$ cat config.mk
export PLATFORM = sky130hd
export DESIGN_NAME = sdram_single_seq
export DESIGN_NICKNAME = d
export VERILOG_FILES = /design/src/rtl/sdseq_pkg.sv /design/src/rtl/sdseq_ctrl.sv /design/src/rtl/sdseq_datapath.sv /design/src/rtl/sdram_single_seq.sv
export SDC_FILE = /design/constraint.sdc
export NUM_CORES = 1
export LEC_CHECK = 0
export BUFFER_PORTS_ARGS = -buffer_cell sky130_fd_sc_hd__buf_2
export CAP_MARGIN = 20
export CELL_PAD_IN_SITES_DETAIL_PLACEMENT = 1
export CELL_PAD_IN_SITES_GLOBAL_PLACEMENT = 2
export CORE_ASPECT_RATIO = 0.9
export CORE_MARGIN = 1
export CORE_UTILIZATION = 31
export DETAILED_ROUTE_END_ITERATION = 10
export MAX_ROUTING_LAYER = met4
export PLACE_DENSITY_LB_ADDON = 0.3
export SYNTH_ARGS = -nofsm -noshare
export SYNTH_HDL_FRONTEND = slang
export SYNTH_SLANG_ARGS = --single-unit
$ cat constraint.sdc
create_clock -name clk -period 7.31 [get_ports clk]
set_input_delay 1.462 -clock clk [delete_from_list [all_inputs] [get_ports clk]]
set_output_delay 1.462 -clock clk [all_outputs]
set_load 0.005 [all_outputs]
$ cat src/rtl/sdseq_pkg.sv
package sdseq_pkg;

  typedef logic [3:0] sdCmd_t;

  // {cs_n, ras_n, cas_n, we_n}
  localparam sdCmd_t CMD_ACT = 4'b0011;
  localparam sdCmd_t CMD_RD  = 4'b0101;
  localparam sdCmd_t CMD_WR  = 4'b0100;
  localparam sdCmd_t CMD_PRE = 4'b0010;
  localparam sdCmd_t CMD_DSL = 4'b1111;

  localparam int CL_W  = 3;
  localparam int RCD_W = 2;
  localparam int RAS_W = 3;
  localparam int RP_W  = 3;

  typedef struct packed {
    logic issueAct;
    logic issueRw;
    logic issuePre;
    logic rwIsWrite;
    logic capture;
  } seqStrobe_t;

  typedef enum logic {
    S_IDLE = 1'b0,
    S_BUSY = 1'b1
  } seqState_t;

endpackage

$ cat src/rtl/sdseq_ctrl.sv
module sdseq_ctrl
  import sdseq_pkg::*;
#(
  parameter int CNT_W = 6
) (
  input  logic             clk,
  input  logic             rstN,
  input  logic             reqValid,
  input  logic             reqWrite,
  output logic             reqReady,
  input  logic [CL_W-1:0]  cfgCasLat,
  input  logic [RCD_W-1:0] cfgRowCol,
  input  logic [RAS_W-1:0] cfgRowAct,
  input  logic [RP_W-1:0]  cfgPrechg,
  input  logic             cfgWrRec,
  output logic             cfgError,
  output seqStrobe_t       strobe
);

  seqState_t        state;
  logic [CNT_W-1:0] cnt;
  logic [CNT_W-1:0] nextCnt;
  logic             busyWrite;
  logic             accept;

  logic [CNT_W-1:0] tRcd, tRas, tRp, tWr, casLat;
  logic [CNT_W-1:0] rdPre, wrPre, preAt, dataAt, endAt;

  // Decoded delays: offset fields add one, CAS latency is direct
  always_comb begin
    tRcd   = CNT_W'(cfgRowCol) + CNT_W'(1);
    tRas   = CNT_W'(cfgRowAct) + CNT_W'(1);
    tRp    = CNT_W'(cfgPrechg) + CNT_W'(1);
    tWr    = CNT_W'(cfgWrRec)  + CNT_W'(1);
    casLat = CNT_W'(cfgCasLat);
    rdPre  = tRcd + casLat - CNT_W'(1);
    wrPre  = tRcd + tWr;
    if (busyWrite) preAt = (tRas > wrPre) ? tRas : wrPre;
    else           preAt = (tRas > rdPre) ? tRas : rdPre;
    dataAt = tRcd + casLat;
    endAt  = preAt + tRp;
  end

  always_comb begin
    cfgError = ((cfgCasLat != 3'd2) && (cfgCasLat != 3'd3)) ||
               (tRas > (tRcd + casLat));
  end

  assign reqReady = (state == S_IDLE) && !cfgError;
  assign accept   = reqValid && reqReady;
  assign nextCnt  = cnt + CNT_W'(1);

  always_comb begin
    strobe           = '0;
    strobe.issueAct  = accept;
    strobe.rwIsWrite = busyWrite;
    if (state == S_BUSY) begin
      strobe.issueRw  = (nextCnt == tRcd);
      strobe.issuePre = (nextCnt == preAt);
      strobe.capture  = !busyWrite && (nextCnt == dataAt);
    end
  end

  always_ff @(posedge clk) begin
    if (!rstN) begin
      state     <= S_IDLE;
      cnt       <= '0;
      busyWrite <= 1'b0;
    end else if (accept) begin
      state     <= S_BUSY;
      cnt       <= '0;
      busyWrite <= reqWrite;
    end else if (state == S_BUSY) begin
      cnt <= nextCnt;
      if (nextCnt == endAt) state <= S_IDLE;
    end
  end

  // Cycles since the precharge reached the pins (saturating)
  logic [CNT_W-1:0] preAge;
  always_ff @(posedge clk) begin
    if (!rstN)                preAge <= '1;
    else if (strobe.issuePre) preAge <= CNT_W'(1);
    else if (preAge != '1)    preAge <= preAge + CNT_W'(1);
  end

  assert_single_cmd_R2: assert property (@(posedge clk) disable iff (!rstN)
    $onehot0({strobe.issueAct, strobe.issueRw, strobe.issuePre}));

  assert_row_active_R7: assert property (@(posedge clk) disable iff (!rstN)
    strobe.issuePre |-> (nextCnt >= tRas));

  assert_prechg_gap_R8: assert property (@(posedge clk) disable iff (!rstN)
    accept |-> (preAge >= tRp));

  assert_busy_blocks_R11: assert property (@(posedge clk) disable iff (!rstN)
    accept |=> !reqReady);

endmodule

$ cat src/rtl/sdseq_datapath.sv
module sdseq_datapath
  import sdseq_pkg::*;
#(
  parameter int BANK_W = 2,
  parameter int ROW_W  = 13,
  parameter int COL_W  = 9,
  parameter int DATA_W = 16,
  parameter int AP_BIT = 10
) (
  input  logic              clk,
  input  logic              rstN,
  input  seqStrobe_t        strobe,
  input  logic [BANK_W-1:0] reqBank,
  input  logic [ROW_W-1:0]  reqRow,
  input  logic [COL_W-1:0]  reqCol,
  input  logic [DATA_W-1:0] reqWdata,
  input  logic [DATA_W-1:0] sdDqIn,
  output sdCmd_t            sdCmd,
  output logic [BANK_W-1:0] sdBank,
  output logic [ROW_W-1:0]  sdAddr,
  output logic [DATA_W-1:0] sdDqOut,
  output logic              sdDqOe,
  output logic [DATA_W-1:0] rdData,
  output logic              rdValid
);

  localparam logic [ROW_W-1:0] PRE_ALL_ADDR = ROW_W'(1) << AP_BIT;

  logic [COL_W-1:0]  colQ;
  logic [DATA_W-1:0] wdataQ;

  always_ff @(posedge clk) begin
    if (!rstN) begin
      colQ   <= '0;
      wdataQ <= '0;
    end else if (strobe.issueAct) begin
      colQ   <= reqCol;
      wdataQ <= reqWdata;
    end
  end

  always_ff @(posedge clk) begin
    if (!rstN) begin
      sdCmd   <= CMD_DSL;
      sdBank  <= '0;
      sdAddr  <= '0;
      sdDqOut <= '0;
      sdDqOe  <= 1'b0;
    end else begin
      sdCmd  <= CMD_DSL;
      sdDqOe <= 1'b0;
      if (strobe.issueAct) begin
        sdCmd  <= CMD_ACT;
        sdBank <= reqBank;
        sdAddr <= reqRow;
      end else if (strobe.issueRw) begin
        sdCmd  <= strobe.rwIsWrite ? CMD_WR : CMD_RD;
        sdAddr <= ROW_W'(colQ);
        if (strobe.rwIsWrite) begin
          sdDqOut <= wdataQ;
          sdDqOe  <= 1'b1;
        end
      end else if (strobe.issuePre) begin
        sdCmd  <= CMD_PRE;
        sdAddr <= PRE_ALL_ADDR;
      end
    end
  end

  always_ff @(posedge clk) begin
    if (!rstN) begin
      rdData  <= '0;
      rdValid <= 1'b0;
    end else begin
      rdValid <= strobe.capture;
      if (strobe.capture) rdData <= sdDqIn;
    end
  end

  assert_dq_on_write_R5: assert property (@(posedge clk) disable iff (!rstN)
    sdDqOe |-> (sdCmd == CMD_WR));

  assert_rd_pulse_R6: assert property (@(posedge clk) disable iff (!rstN)
    rdValid |=> !rdValid);

endmodule

$ cat src/rtl/sdram_single_seq.sv
module sdram_single_seq
  import sdseq_pkg::*;
#(
  parameter int BANK_W = 2,
  parameter int ROW_W  = 13,
  parameter int COL_W  = 9,
  parameter int DATA_W = 16,
  parameter int AP_BIT = 10,
  parameter int CNT_W  = 6
) (
  input  logic              clk,
  input  logic              rstN,
  input  logic              reqValid,
  output logic              reqReady,
  input  logic              reqWrite,
  input  logic [BANK_W-1:0] reqBank,
  input  logic [ROW_W-1:0]  reqRow,
  input  logic [COL_W-1:0]  reqCol,
  input  logic [DATA_W-1:0] reqWdata,
  input  logic [2:0]        cfgCasLat,
  input  logic [1:0]        cfgRowCol,
  input  logic [2:0]        cfgRowAct,
  input  logic [2:0]        cfgPrechg,
  input  logic              cfgWrRec,
  output logic              cfgError,
  output logic [3:0]        sdCmd,
  output logic [BANK_W-1:0] sdBank,
  output logic [ROW_W-1:0]  sdAddr,
  output logic [DATA_W-1:0] sdDqOut,
  output logic              sdDqOe,
  input  logic [DATA_W-1:0] sdDqIn,
  output logic [DATA_W-1:0] rdData,
  output logic              rdValid
);

  seqStrobe_t strobe;

  sdseq_ctrl #(.CNT_W(CNT_W)) uCtrl (
    .clk       (clk),
    .rstN      (rstN),
    .reqValid  (reqValid),
    .reqWrite  (reqWrite),
    .reqReady  (reqReady),
    .cfgCasLat (cfgCasLat),
    .cfgRowCol (cfgRowCol),
    .cfgRowAct (cfgRowAct),
    .cfgPrechg (cfgPrechg),
    .cfgWrRec  (cfgWrRec),
    .cfgError  (cfgError),
    .strobe    (strobe)
  );

  sdseq_datapath #(
    .BANK_W (BANK_W),
    .ROW_W  (ROW_W),
    .COL_W  (COL_W),
    .DATA_W (DATA_W),
    .AP_BIT (AP_BIT)
  ) uData (
    .clk      (clk),
    .rstN     (rstN),
    .strobe   (strobe),
    .reqBank  (reqBank),
    .reqRow   (reqRow),
    .reqCol   (reqCol),
    .reqWdata (reqWdata),
    .sdDqIn   (sdDqIn),
    .sdCmd    (sdCmd),
    .sdBank   (sdBank),
    .sdAddr   (sdAddr),
    .sdDqOut  (sdDqOut),
    .sdDqOe   (sdDqOe),
    .rdData   (rdData),
    .rdValid  (rdValid)
  );

  assert_no_act_on_error_R10: assert property (@(posedge clk) disable iff (!rstN)
    cfgError |=> (sdCmd != CMD_ACT));

endmodule

Word-level counts from Yosys, hierarchy flattened
Cells that the tools add are included.
{"block": "totals", "register_bits": 86, "latch_bits": 0, "ram_bits": 0, "mem_bits_ro": 0, "input_bits": 72, "out_inout_bits": 55, "mem_count": 0}
{"block": "op_classes", "add_sub_neg": 9, "multipliers": 0, "div_mod_pow": 0, "magnitude_cmp": 3, "n_eq_ne": 6, "shift": 0, "n_mux": 16, "bitwise": 4, "n_reduce_logical": 11}
{"operator": "2-to-1 mux 13 bit", "count": 3}
{"operator": "== test 6 bit", "count": 4}
{"operator": "> comparator 6 bit", "count": 3}
{"operator": "2-to-1 mux 6 bit", "count": 3}
{"operator": "adder 6 bit", "count": 2}
{"operator": "2-to-1 mux 4 bit", "count": 3}
{"operator": "adder 3 x 1 -> 4 bit, second input constant", "count": 2}
{"operator": "adder 6 x 1 -> 6 bit, second input constant", "count": 1}
{"operator": "adder 6 x 3 -> 6 bit", "count": 1}
{"operator": "2-to-1 mux 1 bit", "count": 6}
{"operator": "inequality test 3 x 2 -> 1 bit, second input constant", "count": 2}
{"operator": "subtractor 6 x 1 -> 6 bit, second input constant", "count": 1}
{"operator": "logical AND 1 bit", "count": 4}
{"operator": "NOT 1 bit", "count": 4}
{"operator": "adder 2 x 1 -> 3 bit, second input constant", "count": 1}
{"operator": "AND reduction 3 bit", "count": 1}
{"operator": "nonzero test 3 bit", "count": 1}
{"operator": "OR reduction 3 bit", "count": 1}
{"operator": "adder 1 x 1 -> 2 bit, second input constant", "count": 1}
{"operator": "logical NOT 1 bit", "count": 2}
{"operator": "2-to-1 mux 2 bit", "count": 1}
{"operator": "OR reduction 2 bit", "count": 1}
{"operator": "logical OR 1 bit", "count": 1}

Depth between registers and ports, before layout
Gate-level depths: netlist (run 1).
{"block": "logic_depth", "ltp_word": 11, "depth_mapped": 23, "depth_no_buf": 23}

Cells and area by module
Synthesis (run 1) repeated with hierarchy kept, for this count alone.
{"block": "hier_totals", "hier_cells": 472, "area_unflattened_um2": 4525.6}
{"module": "sdseq_datapath", "instances": 1, "cells_per_inst": 288, "area_per_inst_um2": 2986.6, "seq_area_each_um2": 1561.5}
{"module": "sdseq_ctrl", "instances": 1, "cells_per_inst": 184, "area_per_inst_um2": 1539.0, "seq_area_each_um2": 160.2}

Worst setup path after synthesis (run 1)
OpenSTA, ideal clock, no wires.
{"block": "synth_timing", "path_kind": "in2reg", "start": "input cfgRowCol[0]", "end": "register uCtrl.state", "t_arrival_ps": 5459, "required_ps": 7234, "slack_ps": 1776, "path_stages": 22, "path_cell_list": "ha_1 -> fa_1 -> inv_1 -> ha_1 -> inv_1 -> xnor2_1 -> ha_1 -> and4b_1 -> a21oi_1 -> a211oi_1 -> or2_2 -> ha_1 -> inv_1 -> fa_1 -> inv_1 -> a21o_1 -> a21oi_1 -> xnor2_1 -> a21oi_1 -> a41oi_1 -> o21ai_0 -> a21boi_0"}
{"block": "synth_between", "elab_chain_len": 11, "elab_cells_between_ends": 19}
{"element": "start, declared", "line_no": "sdram_single_seq.sv:21", "source": "input logic [1:0] cfgRowCol,"}
{"element": "adder 2 x 1 -> 3 bit *", "line_no": "sdseq_ctrl.sv:31", "source": "tRcd = CNT_W'(cfgRowCol) + CNT_W'(1);"}
{"element": "adder 6 x 3 -> 6 bit", "line_no": "sdseq_ctrl.sv:36, sdseq_ctrl.sv:46"}
{"element": "subtractor 6 x 1 -> 6 bit", "line_no": "sdseq_ctrl.sv:36", "source": "rdPre = tRcd + casLat - CNT_W'(1);"}
{"element": "> comparator 6 bit", "line_no": "sdseq_ctrl.sv:39", "source": "else preAt = (tRas > rdPre) ? tRas : rdPre;"}
{"element": "2-to-1 mux 6 bit", "line_no": "sdseq_ctrl.sv:39"}
{"element": "2-to-1 mux 6 bit", "line_no": "sdseq_ctrl.sv:38", "source": "if (busyWrite) preAt = (tRas > wrPre) ? tRas : wrPre;"}
{"element": "adder 6 bit", "line_no": "sdseq_ctrl.sv:41", "source": "endAt = preAt + tRp;"}
{"element": "== test 6 bit", "line_no": "sdseq_ctrl.sv:75", "source": "if (nextCnt == endAt) state <= S_IDLE;"}
{"element": "2-to-1 mux 1 bit", "line_no": "sdseq_ctrl.sv:75"}
{"element": "2-to-1 mux 1 bit", "line_no": "sdseq_ctrl.sv:73", "source": "end else if (state == S_BUSY) begin"}
{"element": "2-to-1 mux 1 bit *", "line_no": "sdseq_ctrl.sv:69", "source": "end else if (accept) begin"}
{"element": "end signal, assigned", "line_no": "sdseq_ctrl.sv:66", "source": "state <= S_IDLE;"}
{"element": "end signal, assigned", "line_no": "sdseq_ctrl.sv:70", "source": "state <= S_BUSY;"}
{"element": "end signal, assigned", "line_no": "sdseq_ctrl.sv:75"}
{"element": "end, declared", "line_no": "sdseq_ctrl.sv:20", "source": "seqState_t state;"}
Mark *: on every way between the ends. The rest lies on a longest branch, timed or not.
A chain may end at the register's enable or synchronous reset.

Worst setup path after layout (run 1)
Same ends and word-level chain as after synthesis.

==> summary.log, run 1 <==
[run_status] result of the run finished, final reports clean
[sta] Worst slew margin 31.3%
[worst_setup_path] CP max FO 7
[final_layout] growth of design area from synthesis to finish 24.6%
[clock_tree] buffer count from post-CTS setup fixing 0
[clock_tree] number of buffers on the longest clock path 2
[global_routing] GRT Total Usage 18.1%
[synthesis] number of warnings reported in the yosys synthesis log 0
[sta] transition time of the tightest slew-check pin 1.03 ns
[sta] # setup viols final 0
[global_routing] number of global-route vias before repair 4259
[global_routing] initial antenna violation count 0
[placement] hpwl dp 9770 um
[synthesis] most instantiated flip-flop cell in the synthesis netlist dfxtp_1
[synthesis] proportion of register bits with asynchronous set or reset after synthesis 0%
[final_layout] antenna cells 0
[clock_tree] clock-pin transition on the worst setup and hold timing paths 0.07 ns
[worst_setup_path] Worst R2R Setup Slack 3.61 ns
[worst_setup_path] launching element type of the critical path primary input
[floorplan] number of cell rows 42
[route] average via count per standard cell 4.87
[worst_setup_path] required time at the endpoint of the critical path 7.56 ns
[clock_tree] Clock Root Buffer clkbuf_16
[pwr] maximum VDD drop 0.117 mV
[clock_tree] clock latency on the worst-skew pair 0.35 ns
[route] router iterations before antenna repair 4
[synthesis] Seq/Total Area, Yosys 36.9%
[sta] ratio of final minimum period to clock period 82.2%
[sta] clock period minus final worst setup slack 6.01 ns
[floorplan] number of top-level design ports 127
[final_layout] Layout Nets 753
[synthesis] count of flip-flops with a built-in enable after synthesis 0
[floorplan] DIE HEIGHT 118 um
[worst_setup_path] Worst setup EP type register
[route] final antenna-violating net count 0
[floorplan] die area 0.0155 mm2
[floorplan] Initial Utilization 31.7%
[worst_setup_path] worst reg2reg startpoint uCtrl.cnt[0]$_SDFFE_PP0P_
[worst_setup_path] reg2reg end uData.sdDqOut[5]$_SDFFE_PN0P_
[worst_setup_path] Setup CP Type primary input to register
[synthesis] distinct cell type count of the synthesized netlist 60
[route] drt initial violations 201
[sta] Final Hold Violating Endpoints 0
[worst_setup_path] worst r2r path cells 7
[synthesis] syn nets 640
[sta] Slew Limit Fails 0
[hold_path] class of the tightest hold or removal check register to register
[worst_setup_path] arrival time at the worst endpoint 6.26 ns
[route] total number of vias 4170
[sta] Post-Route Setup TNS 0 ns
[hold_path] terminating pin of the worst hold path uData.sdDqOut[8]$_SDFFE_PN0P_
[route] Post-Route WL 13200 um
[synthesis] instance count of the mapped netlist 540
[global_routing] largest net degree at the start of global routing 82
[clock_tree] number of buffers created by CTS 9
[placement] final RePlAce weighted congestion 0.863
[floorplan] DIE WIDTH 131 um
[synthesis] Post-Syn Area per Cell 8.63 um2
[placement] number of buffers inserted by port buffering 126
[placement] Placed Instance Area 0.00546 mm2
[synthesis] Seq cells post-synth 86
[hold_path] beginning of the worst hold path uData.sdDqOut[8]$_SDFFE_PN0P_
[clock_tree] CTS sink count 86
[clock_tree] TritonCTS clock tree built
[global_routing] aggregate global routing overflow 0
[final_layout] Finished Cell Area 0.00581 mm2
[final_layout] count of filler cells inserted in the layout 1795
[global_routing] wire length of the first global-routing pass 21800 um
[pwr] power density over the cells 230 mW/mm2
[sta] post-route clock skew 0.00750 ns
[final_layout] proportion of layout cells with a drive suffix above 1 25.8%
[clock_tree] total of cells resized after clock tree synthesis 0
[clock_tree] number of levels the H-tree was split into 3
[route] remaining design rule violation count 0
[sta] setup repair after global routing missed its margin no
[sta] fmax 0.166 GHz
[route] routed wirelength normalized by instance count 15.4 um
[clock_tree] Post-CTS Hold Fix Bufs 0
[run] max_cap viols 0
[synthesis] synthesized area 0.00466 mm2
[hold_path] hold path depth 2
[pwr] leakage power summed over all cells 2.47 nW
[floorplan] Core Box Area 0.0147 mm2
-- where the power goes --
| group | total [W] | leakage (nW) | switching (W) | internal (W) |
|---|---|---|---|---|
| Combinational | 0.000341 | 1.61 | 0.000188 | 0.000153 |
| Sequential | 0.000493 | 0.695 | 0.0000112 | 0.000482 |
| Clock | 0.000505 | 0.161 | 0.000200 | 0.000305 |
| Total | 0.00134 | 2.47 | 0.000399 | 0.000939 |
-- worst max path at each step --
stage	startpoint	to	slack, ns	cells after the start
6_report	cfgRowCol[0]	uCtrl.state$_SDFF_PN0_	1.30	23
5_1_grt	cfgRowCol[0]	uCtrl.state$_SDFF_PN0_	0.95	22
2_1_floorplan	cfgRowCol[0]	uCtrl.state$_SDFF_PN0_	1.78	22
3_3_place_gp	cfgRowCol[0]	uCtrl.state$_SDFF_PN0_	1.20	23
3_5_place_dp	cfgRowCol[0]	uCtrl.state$_SDFF_PN0_	0.97	22
4_1_cts	cfgRowCol[0]	uCtrl.state$_SDFF_PN0_	1.31	22
-- registers in the layout, summed over array words and instances, names as in the netlist, 2 cells and up --
signal         flops
uData.sdAddr      13
uData.sdCmd        4
uData.rdData      16
uData.colQ         9
uData.sdBank       2
uData.sdDqOut     16
uCtrl.cnt          6
uData.wdataQ      16
-- through the flow --
step	instances	util (%)	setup slack (ns)	total power, W	hold WS [ns]
final	856	39.5	1.30	0.00134	0.464
after global routing	856	39.5	0.954	0.00141	0.483
after CTS	854	39.3	1.31	0.00135	0.467
after detailed placement	838	37.1	0.971	0.000844	0.458
after global placement	838	37.1	1.20	0.000831	0.448
after floorplan	540	-	1.78	0.000750	0.441
-- worst max-delay path, stage by stage --
cell,delay (ns)
buf_2,0.13
ha_1,0.40
fa_1,0.55
inv_1,0.13
ha_1,0.28
inv_1,0.10
xnor2_1,0.23
ha_1,0.28
and4b_1,0.20
a21oi_1,0.39
a211oi_1,0.19
or2_2,0.33
ha_1,0.20
inv_1,0.07
fa_1,0.20
inv_1,0.05
a21o_1,0.16
a21oi_1,0.20
xnor2_1,0.17
a21oi_1,0.06
a41oi_1,0.16
o21ai_0,0.10
a21boi_0,0.21
-- Yosys cell counts, types with 3 or more instances --
master | number | share of area, %
nand2_1 | 115 | 9.3
dfxtp_1 | 86 | 37
a21boi_0 | 45 | 7.2
ha_1 | 25 | 6.7
inv_1 | 21 | 1.7
nand3_1 | 21 | 2.3
nor2_1 | 21 | 1.7
mux2i_1 | 20 | 4.3
nor2b_1 | 20 | 2.7
clkbuf_1 | 19 | 1.5
xnor2_1 | 18 | 3.4
xor2_1 | 12 | 2.3
a21oi_1 | 10 | 1.1
a22o_1 | 10 | 1.9
o21ai_0 | 10 | 1.1
nand4_1 | 9 | 1.2
buf_2 | 8 | 0.86
o21ai_2 | 8 | 1.5
a21o_1 | 5 | 0.81
or3_1 | 4 | 0.54
a211o_1 | 3 | 0.56
buf_1 | 3 | 0.24
fa_1 | 3 | 1.3
o21ai_1 | 3 | 0.32
-- layout make-up --
cell class                 instances  area (um2)  area share (%)
clock inverter                     7         104            1.79
multi-input combinational        402        2740            47.2
sequential                        86        1720            29.6
tap                              198         248            4.27
clock buffer                       9         225            3.88
inverter                          21        78.8            1.36
timing repair buffer             133         687            11.8
-- routing by layer --
metal | vias to the layer above | GRT usage, % | routed length, um
met1 | 1999 | 22.8 | 6260
met2 | 77 | 29.3 | 6320
met3 | 10 | 4.50 | 511
met5 | - | - | 0
met4 | 0 | 3.63 | 89
li1 | 2084 | - | -
-- cell families (layout without fill, tap and decap cells) --
kind of cell               count (synthesis)  after routing  share of synthesized area [%]
adders and majority gates                 29             29                           8.21
AOI/OAI and AO/OA                        115            115                           18.5
DFF                                       86             86                           36.9
xor gates and xnor gates                  33             33                           6.82
and+or+nand+nor                          203            203                           20.1
buffers and inverters                     52            170                           4.56
muxes                                     22             22                           4.86
-- placed cells by master, fill, tap and decap left out, types with 2 or more instances in the layout --
master / count
clkbuf_16: 9
bufinv_16: 2
ha_1: 25
o21ai_1: 3
a211o_1: 3
nor2_1: 21
o31ai_1: 2
xnor2_1: 18
a21oi_1: 10
dfxtp_1: 86
a22o_1: 10
xnor2_2: 2
xor2_1: 12
a21o_1: 5
nand3_1: 21
inv_6: 4
nand2_1: 115
fa_1: 3
o211a_1: 2
buf_4: 6
or3_1: 4
mux2i_1: 20
nand4_1: 9
nor2b_1: 20
buf_2: 126
o21ai_2: 8
a41o_1: 2
inv_1: 21
o21ai_0: 10
a21boi_0: 45
(Power assumes the default switching activity.)
==> run 2: changes to the inputs <==
--- a/config.mk
+++ b/config.mk
@@ -11,7 +11,7 @@
 export CELL_PAD_IN_SITES_GLOBAL_PLACEMENT = 2
 export CORE_ASPECT_RATIO = 0.9
 export CORE_MARGIN = 1
-export CORE_UTILIZATION = 31
+export CORE_UTILIZATION = 28
 export DETAILED_ROUTE_END_ITERATION = 10
 export MAX_ROUTING_LAYER = met4
 export PLACE_DENSITY_LB_ADDON = 0.3
==> constraint.sdc (replaced) <==
create_clock -name clk -period 5 [get_ports clk]
set_input_delay 1 -clock clk [delete_from_list [all_inputs] [get_ports clk]]
set_output_delay 1 -clock clk [all_outputs]
set_load 0.005 [all_outputs]
==> run 2 against run 1 <==
  * Clock-buffer cell count grew 3
  * Sequential power grew 46%
  * Combinational power grew 86%
  * Design area grew 7.1%
  * Global-route usage shrank 0.71 points
  * Via count grew 4.7%
  * Critical path depth is the same
  * Clock power grew 36%
  * Sequential share of layout area shrank 2.0 points
  * Register-to-register slack lost 1.8 ns
  * Worst hold slack gained 0.0014 ns
  * Routed wire length grew 9.3%
==> summary.log, run 2 (same netlist as run 1, synthesis figures left out) <==
[run_status] result of the run finished, final reports clean
[pwr] power density over the cells 328 mW/mm2
[clock_tree] Post-CTS Hold Fix Bufs 0
[worst_setup_path] Worst setup EP type register
[clock_tree] number of buffers on the longest clock path 2
[final_layout] registers with the most flip-flops uData.rdData (16), uData.sdDqOut (16), uData.wdataQ (16)
[route] average via count per standard cell 4.83
[sta] ratio of final minimum period to clock period 97.4%
[floorplan] die area 0.0172 mm2
[final_layout] proportion of layout cells with a drive suffix above 1 32.5%
[route] drt initial violations 140
[floorplan] Initial Utilization 28.8%
[floorplan] DIE HEIGHT 124 um
[global_routing] wire length of the first global-routing pass 22800 um
[sta] fmax 0.205 GHz
[pwr] leakage power summed over all cells 2.67 nW
[placement] Placed Instance Area 0.00580 mm2
[route] final antenna-violating net count 0
[final_layout] number of non-filler instances in the completed layout 905
[worst_setup_path] Worst R2R Setup Slack 1.84 ns
[pwr] power after layout 0.00204 W
[worst_setup_path] Setup CP Type primary input to register
[sta] Slew Limit Fails 0
[clock_tree] CTS sink count 86
[clock_tree] TritonCTS clock tree built
[final_layout] Layout Nets 793
[clock_tree] clock latency on the worst-skew pair 0.34 ns
[floorplan] number of top-level design ports 127
[worst_setup_path] arrival time at the worst endpoint 5.14 ns
[hold_path] class of the tightest hold or removal check register to register
[route] total number of vias 4368
[floorplan] number of cell rows 44
[worst_setup_path] worst r2r path cells 16
[sta] post-route clock skew 0.00795 ns
[clock_tree] Clock Root Buffer clkbuf_16
[global_routing] aggregate global routing overflow 0
[clock_tree] clock-pin transition on the worst setup and hold timing paths 0.06 ns
[placement] final RePlAce weighted congestion 0.814
[global_routing] number of global-route vias before repair 4534
[clock_tree] number of buffers created by CTS 9
[global_routing] largest net degree at the start of global routing 48
[placement] number of buffers inserted by port buffering 126
[route] Post-Route WL 14400 um
[global_routing] initial antenna violation count 0
[final_layout] antenna cells 0
[sta] Post-Route Setup TNS 0 ns
[floorplan] DIE WIDTH 138 um
[final_layout] Finished Cell Area 0.00622 mm2
[sta] # setup viols final 0
[worst_setup_path] required time at the endpoint of the critical path 5.27 ns
[run] max_cap viols 0
[worst_setup_path] CP max FO 3
[sta] Worst slew margin 53.4%
[sta] Final Hold Violating Endpoints 0
[hold_path] hold path depth 2
[placement] Placed Cells incl. Taps 887
[clock_tree] number of levels the H-tree was split into 3
[route] router iterations before antenna repair 4
[sta] clock period minus final worst setup slack 4.87 ns
[final_layout] most common library cell in the layout ignoring fill and taps buf_2
[final_layout] growth of design area from synthesis to finish 33.4%
[final_layout] leading cell types in the layout, fill and taps excluded buf_2 (125), nand2_1 (115), dfxtp_1 (86)
[route] routed wirelength normalized by instance count 15.9 um
[worst_setup_path] launching element type of the critical path primary input
[global_routing] GRT Total Usage 17.4%
[pwr] maximum VDD drop 0.160 mV
[route] remaining design rule violation count 0
[floorplan] Core Box Area 0.0162 mm2
[sta] transition time of the tightest slew-check pin 0.698 ns
[placement] hpwl dp 10800 um
[run 2: cell types whose count changed in the layout (fill, tap and decap cells not counted), moves of 3 or more]
cell and change:
a21oi_1 -3, a21oi_2 +3, buf_4 +39, fa_1 -3, fa_2 +3, ha_1 -5, ha_4 +3, inv_6 -4
xnor2_1 -3, xnor2_2 +3
[run 2: worst max-delay path, cell delays in order]
cell	delay [ns]
clkbuf_4	0.16
inv_1	0.08
ha_2	0.19
fa_2	0.58
inv_2	0.06
ha_4	0.21
ha_1	0.31
nor2b_1	0.15
o211ai_1	0.21
a21oi_2	0.11
a311o_1	0.35
or2_2	0.31
ha_2	0.18
inv_1	0.06
fa_2	0.19
inv_1	0.05
a21o_1	0.18
a21oi_2	0.18
xnor2_2	0.14
a21oi_1	0.06
a41oi_1	0.17
o21ai_1	0.09
a21boi_1	0.13
[run 2: worst paths after layout]
check                                                   start                       endpoint
worst min register to register  uData.sdDqOut[0]$_SDFFE_PN0P_  uData.sdDqOut[0]$_SDFFE_PN0P_
worst max-delay path                             cfgRowCol[0]         uCtrl.state$_SDFF_PN0_
worst min-delay path            uData.sdDqOut[0]$_SDFFE_PN0P_  uData.sdDqOut[0]$_SDFFE_PN0P_
worst max register to register   uCtrl.busyWrite$_SDFFE_PN0P_         uCtrl.state$_SDFF_PN0_
[run 2: cell type report]
class / count / area (um2)
clock inverter: 4 / 55.1
fill: 1924 / 9970
tap: 207 / 259
clock buffer: 12 / 256
multi-input combinational: 402 / 2840
timing repair buffer: 173 / 1010
sequential: 86 / 1720
inverter: 21 / 78.8
[run 2: routing by layer]
| metal | vias up | GRT usage [%] | routed length (um) |
|---|---|---|---|
| li1 | 2160 | - | - |
| met1 | 2111 | 21.1 | 6640 |
| met2 | 85 | 29.6 | 7060 |
| met3 | 12 | 3.26 | 577 |
| met4 | 0 | 3.64 | 130 |
| met5 | - | - | 0 |
[run 2: stage by stage]
step / hold slack [ns] / utilization (%) / setup WS, ns
2_1_floorplan: 0.441 / - / 0.00612
3_3_place_gp: 0.446 / 35.8 / -0.236
3_5_place_dp: 0.460 / 35.8 / -0.420
4_1_cts: 0.470 / 37.9 / 0.0361
5_1_grt: 0.481 / 38.4 / -0.0165
6_report: 0.465 / 38.4 / 0.132
[run 2: timing repair]
| action | in CTS | in global routing |
|---|---|---|
| resized for setup | 3 | 17 |
| buffers inserted | 0 | 2 |
| pin swaps | 0 | 8 |
| endpoints found under the setup margin | 1 | 1 |
[run 2: report_power, final]
part	leakage (nW)	internal, W	switching (W)	total [W]
combinational	1.83	0.000320	0.000314	0.000634
clock	0.149	0.000416	0.000272	0.000688
sequential	0.695	0.000704	0.0000159	0.000720
total	2.67	0.00144	0.000602	0.00204
